**src/rtl/manch_rx_pkg.sv**
```systemverilog
package manch_rx_pkg;
  typedef enum logic {
    RX_IDLE   = 1'b0,
    RX_ACTIVE = 1'b1
  } rx_state_e;

  function automatic int win_lo(input int os);
    return (os * 3) / 4;
  endfunction

  function automatic int win_hi(input int os);
    return (os * 5) / 4;
  endfunction

  function automatic int eof_limit(input int os);
    return (os * 3) / 2;
  endfunction
endpackage

```
**src/rtl/manch_edge_det.sv**
```systemverilog
module manch_edge_det (
  input  logic clk_i,
  input  logic rst_ni,
  input  logic line_i,
  output logic edge_o,
  output logic level_o
);
  logic line_q;

  always_ff @(posedge clk_i or negedge rst_ni) begin
    if (!rst_ni) line_q <= 1'b0;
    else         line_q <= line_i;
  end

  assign edge_o  = line_i ^ line_q;
  assign level_o = line_i;
endmodule

```
**src/rtl/manch_cell_timer.sv**
```systemverilog
module manch_cell_timer #(
  parameter int CNT_W   = 4,
  parameter int WIN_LO  = 6,
  parameter int WIN_HI  = 10,
  parameter int EOF_CNT = 12
) (
  input  logic clk_i,
  input  logic rst_ni,
  input  logic restart_i,
  output logic in_window_o,
  output logic timeout_o
);
  logic [CNT_W-1:0] cnt_q;

  // cnt_q holds the number of clocks since the last restart; saturates at EOF_CNT
  always_ff @(posedge clk_i or negedge rst_ni) begin
    if (!rst_ni)                        cnt_q <= '0;
    else if (restart_i)                 cnt_q <= CNT_W'(1);
    else if (cnt_q != CNT_W'(EOF_CNT))  cnt_q <= cnt_q + CNT_W'(1);
  end

  assign in_window_o = (cnt_q >= CNT_W'(WIN_LO)) && (cnt_q <= CNT_W'(WIN_HI));
  assign timeout_o   = (cnt_q == CNT_W'(EOF_CNT));
endmodule

```
**src/rtl/manch_nibble_pack.sv**
```systemverilog
module manch_nibble_pack #(
  parameter int NIB_W = 4
) (
  input  logic             clk_i,
  input  logic             rst_ni,
  input  logic             flush_i,
  input  logic             bit_vld_i,
  input  logic             bit_i,
  output logic [NIB_W-1:0] data_o,
  output logic             dv_o
);
  localparam int CW = (NIB_W > 1) ? $clog2(NIB_W) : 1;

  logic [NIB_W-1:0] sh_q;
  logic [CW-1:0]    cnt_q;
  logic [NIB_W-1:0] sh_next;

  generate
    if (NIB_W > 1) begin : g_shift
      assign sh_next = {bit_i, sh_q[NIB_W-1:1]};
    end else begin : g_single
      assign sh_next = bit_i;
    end
  endgenerate

  always_ff @(posedge clk_i or negedge rst_ni) begin
    if (!rst_ni) begin
      sh_q   <= '0;
      cnt_q  <= '0;
      data_o <= '0;
      dv_o   <= 1'b0;
    end else if (flush_i) begin
      cnt_q <= '0;
      dv_o  <= 1'b0;
    end else if (bit_vld_i) begin
      sh_q <= sh_next;
      if (cnt_q == CW'(NIB_W - 1)) begin
        cnt_q  <= '0;
        data_o <= sh_next;
        dv_o   <= 1'b1;
      end else begin
        cnt_q <= cnt_q + CW'(1);
        dv_o  <= 1'b0;
      end
    end else begin
      dv_o <= 1'b0;
    end
  end
endmodule

```
**src/rtl/manch_rx_decoder.sv**
```systemverilog
module manch_rx_decoder
  import manch_rx_pkg::*;
#(
  parameter int OVERSAMPLE = 8,
  parameter int NIB_W      = 4
) (
  input  logic             clk_i,
  input  logic             rst_ni,
  input  logic             squelch_ok_i,
  input  logic             line_i,
  output logic             crs_o,
  output logic [NIB_W-1:0] rxd_o,
  output logic             rx_dv_o
);
  localparam int WIN_LO  = win_lo(OVERSAMPLE);
  localparam int WIN_HI  = win_hi(OVERSAMPLE);
  localparam int EOF_CNT = eof_limit(OVERSAMPLE);
  localparam int CNT_W   = $clog2(EOF_CNT + 1);

  rx_state_e state_q, state_d;
  logic edge_w, level_w, in_win_w, eof_w;
  logic lock_w, mid_w, end_w;

  manch_edge_det u_edge (
    .clk_i   (clk_i),
    .rst_ni  (rst_ni),
    .line_i  (line_i),
    .edge_o  (edge_w),
    .level_o (level_w)
  );

  manch_cell_timer #(
    .CNT_W   (CNT_W),
    .WIN_LO  (WIN_LO),
    .WIN_HI  (WIN_HI),
    .EOF_CNT (EOF_CNT)
  ) u_timer (
    .clk_i       (clk_i),
    .rst_ni      (rst_ni),
    .restart_i   (lock_w | mid_w),
    .in_window_o (in_win_w),
    .timeout_o   (eof_w)
  );

  // first edge after squelch is treated as the centre of bit 0
  assign lock_w = (state_q == RX_IDLE) && squelch_ok_i && edge_w;
  assign mid_w  = (state_q == RX_ACTIVE) && squelch_ok_i && edge_w && in_win_w;
  assign end_w  = !squelch_ok_i || ((state_q == RX_ACTIVE) && eof_w && !mid_w);

  always_comb begin
    state_d = state_q;
    if (!squelch_ok_i)                               state_d = RX_IDLE;
    else if (lock_w)                                 state_d = RX_ACTIVE;
    else if ((state_q == RX_ACTIVE) && eof_w && !mid_w) state_d = RX_IDLE;
  end

  always_ff @(posedge clk_i or negedge rst_ni) begin
    if (!rst_ni) state_q <= RX_IDLE;
    else         state_q <= state_d;
  end

  manch_nibble_pack #(
    .NIB_W (NIB_W)
  ) u_pack (
    .clk_i     (clk_i),
    .rst_ni    (rst_ni),
    .flush_i   (end_w),
    .bit_vld_i (lock_w | mid_w),
    .bit_i     (level_w),
    .data_o    (rxd_o),
    .dv_o      (rx_dv_o)
  );

  assign crs_o = (state_q == RX_ACTIVE);
endmodule

```
**config.mk**
```make
export PLATFORM = sky130hd
export DESIGN_NAME = manch_rx_decoder
export DESIGN_NICKNAME = d
export VERILOG_FILES = /design/src/rtl/manch_rx_pkg.sv /design/src/rtl/manch_edge_det.sv /design/src/rtl/manch_cell_timer.sv /design/src/rtl/manch_nibble_pack.sv /design/src/rtl/manch_rx_decoder.sv
export SDC_FILE = /design/constraint.sdc
export NUM_CORES = 1
export LEC_CHECK = 0
export ABC_AREA = 1
export BUFFER_PORTS_ARGS = -buffer_cell sky130_fd_sc_hd__buf_2
export CORE_UTILIZATION = 53
export CTS_CLUSTER_SIZE = 14
export DETAILED_ROUTE_END_ITERATION = 7
export PLACE_DENSITY = 0.74
export SLEW_MARGIN = 10
export SYNTH_ARGS = -nofsm -noshare
export SYNTH_HDL_FRONTEND = slang
export SYNTH_SLANG_ARGS = --single-unit
```
**constraint.sdc**
```tcl
create_clock -name clk_i -period 1.7 [get_ports clk_i]
set_input_delay 0.17 -clock clk_i [delete_from_list [all_inputs] [get_ports clk_i]]
set_output_delay 0.17 -clock clk_i [all_outputs]
set_load 0.01 [all_outputs]
```
==> metrics.txt <==
area leader, netlist=dfrtp_1; DR vias/cell=4.86; Yosys reg bits=16; reg2reg end=u_pack.data_o[1]; Worst Skew=0.00424 ns; Core Area=1320 µm²; post-CTS setup buffer count=0; Critical path origin=u_timer.cnt_q[0]; total of max-cap violations=0; sw power=399 µW; post-synthesis area per instance=~9 µm²; R2R setup slack=0.19 ns; Clock Sink Count=16; status=finished clean; min Tclk post-route=1.51 ns; Syn-to-layout area delta=10.8%; Num CTS Buffers=3; initial core utilization=0.573; layout cells sized above 1=0.177; post-synth cell types=15; Crit Path Max Fanout=14; Setup TNS Final=0 ns; setup ws final=0.188 ns; initial antenna violation count=0; syn_nets=just over 90; Layout Nets=approximately 110; Leak=0.000486 µW; clock buffer depth=2; first-pass GRT wire length=1930 µm; post-cts resize count=0; pin count of the biggest net entering global routing=17; Final Slew Violations=0; Crit Path Class=register to register; pre-CTS setup slack=0.195 ns; fin crit share=0.889; Final Hold Viols=0; CP endpoint kind=register; post-route ant nets=0; CTS tree=yes; YS warnings=0; Syn Std Cell Area=around 750 µm²; worst skew pair latency=between 0.2 and 0.3 ns; Routed WL per cell=11.0 µm; gpl congestion=0.748; Clk pin slew, worst setup/hold paths=0.08 ns; Final setup viols=0; row count=13; Net Sw Frac=0.351; top cell type's share of synthesized area=0.531; post-DP HPWL=943 µm; die width=slightly below 40 µm; min-delay worst type=primary input to register; ANT cells=0; hold buffers post-CTS=1; Arrival @ worst endpoint=1.68 ns; Buffers on Ports=9; vias in the first global route=473; WP data required=approximately 1.9 ns; count of TritonRoute iterations in the first routing pass=4; Die ar.=roughly 1600 µm²; drt first-iter violations=8; Post-Route WL=1220 µm; Root Driver=clkbuf_4; Reg power frac=0.526; max incr delay on CP=around 0.38 ns; DIE HEIGHT=39.7 µm; Logic pwr share=0.316; Via Count=between 500 and 600; # H-tree levels=1; Slew Limit Headroom=0.774; most used cell, CP=nand2_1; critical path capture point=u_pack.data_o[1]; startpoint of the worst-slack reg-to-reg timing path=u_timer.cnt_q[0]; largest cells by area after synthesis=dfrtp_1, nand2_1, ha_1; I/O Pins=10; total congestion overflow=0; actual slew at the worst max-slew pin=around 0.34 ns; maximum VDD drop=around 710 µV; R2R cell count=9; cell count after synthesis=84; Final Power=approximately 1100 µW; drt drc=0; Pwr per Cell Area=between 1000 and 1500 nW/µm²; critical-path cell list=inv_1 > ha_1 > o21ai_0 > nand2_1 > nand2_2 > nand2_2 > nand2_1 > nand2_1 > nand2_1; fmax=between 600 and 700 MHz; type of origin of the critical path=register; clock power share=0.158; GRT Overall Usage=0.187; Worst path slowest cell=dfrtp_1; P_int=739 µW; RSZ-0062 raised after global routing=false; post-synthesis sequential area ratio=0.531
synthesized netlist by cell type:
cell,instances
ha_1,4
nand4_1,3
buf_8,1
nand2_1,29
xor2_1,1
nor2_2,1
o31ai_1,1
nand3_1,6
dfrtp_1,16
nand2_2,4
a21oi_1,4
o21ai_0,1
nor2_1,2
inv_1,9
xnor2_1,2
layout make-up:
cell class | count | area (µm²)
Clock buffer | 3 | 22.5
Fill cell | 122 | 482
Inverter | 9 | 33.8
Multi-Input combinational cell | 58 | 305
Sequential cell | 16 | 400
Tap cell | 15 | 18.8
Timing Repair Buffer | 10 | 55.1
critical path, delay by kind of cell, from the launching register on:
kind	cells	cell delay (ns)
buffers and inverters	1	0.13
and+or+nand+nor	6	0.66
DFF	1	0.38
AOI/OAI and AO/OA	1	0.08
adders and majority gates	1	0.16
cells by family (layout without fill, tap and decap cells):
| logic type | Yosys count | after routing | synth area share |
|---|---|---|---|
| fa+ha+maj | 4 | 4 | 0.0663 |
| simple gates | 45 | 45 | 0.260 |
| xor+xnor | 3 | 3 | 0.0348 |
| buf+inv | 10 | 22 | 0.0647 |
| compound gates | 6 | 6 | 0.0431 |
| flops | 16 | 16 | 0.531 |
power by group through the flow:
stage | clock network, µW | registers [µW] | logic [µW]
3_3_place_gp | 0 | 599 | 355
6_report | 180 | 598 | 359
2_1_floorplan | 0 | 602 | 261
3_5_place_dp | 0 | 604 | 364
5_1_grt | 207 | 618 | 416
4_1_cts | 192 | 597 | 367
worst min-delay path by stage:
stage / startpoint / endpoint / slack, ns / depth (start not counted)
2_1_floorplan: rst_ni / crs_o / -0.13 / 0
3_3_place_gp: rst_ni / u_pack.dv_o / 0.1 / 1
3_5_place_dp: rst_ni / u_pack.data_o[3] / 0.09 / 1
4_1_cts: line_i / u_edge.line_q / 0.05 / 1
5_1_grt: line_i / u_edge.line_q / 0.05 / 1
6_report: line_i / u_edge.line_q / 0.06 / 1
layer usage:
metal  track usage  wire (µm)  vias up
li1              -          -      291
met1         0.225        576      242
met2         0.307        593        7
met3        0.0852         49        0
met4        0.0259          0        0
met5             0          0        -
per-stage QoR:
step	instance area (µm²)	std cells	utilization	hold WS, ns
after floorplan	754	84	-	-0.126
after global placement	803	107	0.610	0.0964
after detailed placement	803	107	0.610	0.0943
after CTS	836	111	0.634	0.0468
after global routing	836	111	0.634	0.0453
final	836	111	0.634	0.0552
cells in the final DEF (no fill, tap or decap):
cell type and n:
nor2_1 2, xor2_1 1, nand3_1 6, nand2_1 29, clkbuf_4 3, nand4_1 3, xnor2_1 2, dlygate4sd3_1 1
nand2_2 4, buf_2 9, o31ai_1 1, nor2_2 1, dfrtp_1 16, ha_1 4, o21ai_0 1, inv_1 9
a21oi_1 4
registers in the layout, summed over array words and instances, names as in the netlist:
signal and flops:
u_timer.cnt_q 4, u_pack.cnt_q 2, u_edge.line_q 1, u_pack.data_o 4
u_pack.dv_o 1, crs_o 1, u_pack.sh_q 3
(Power assumes the default switching activity.)
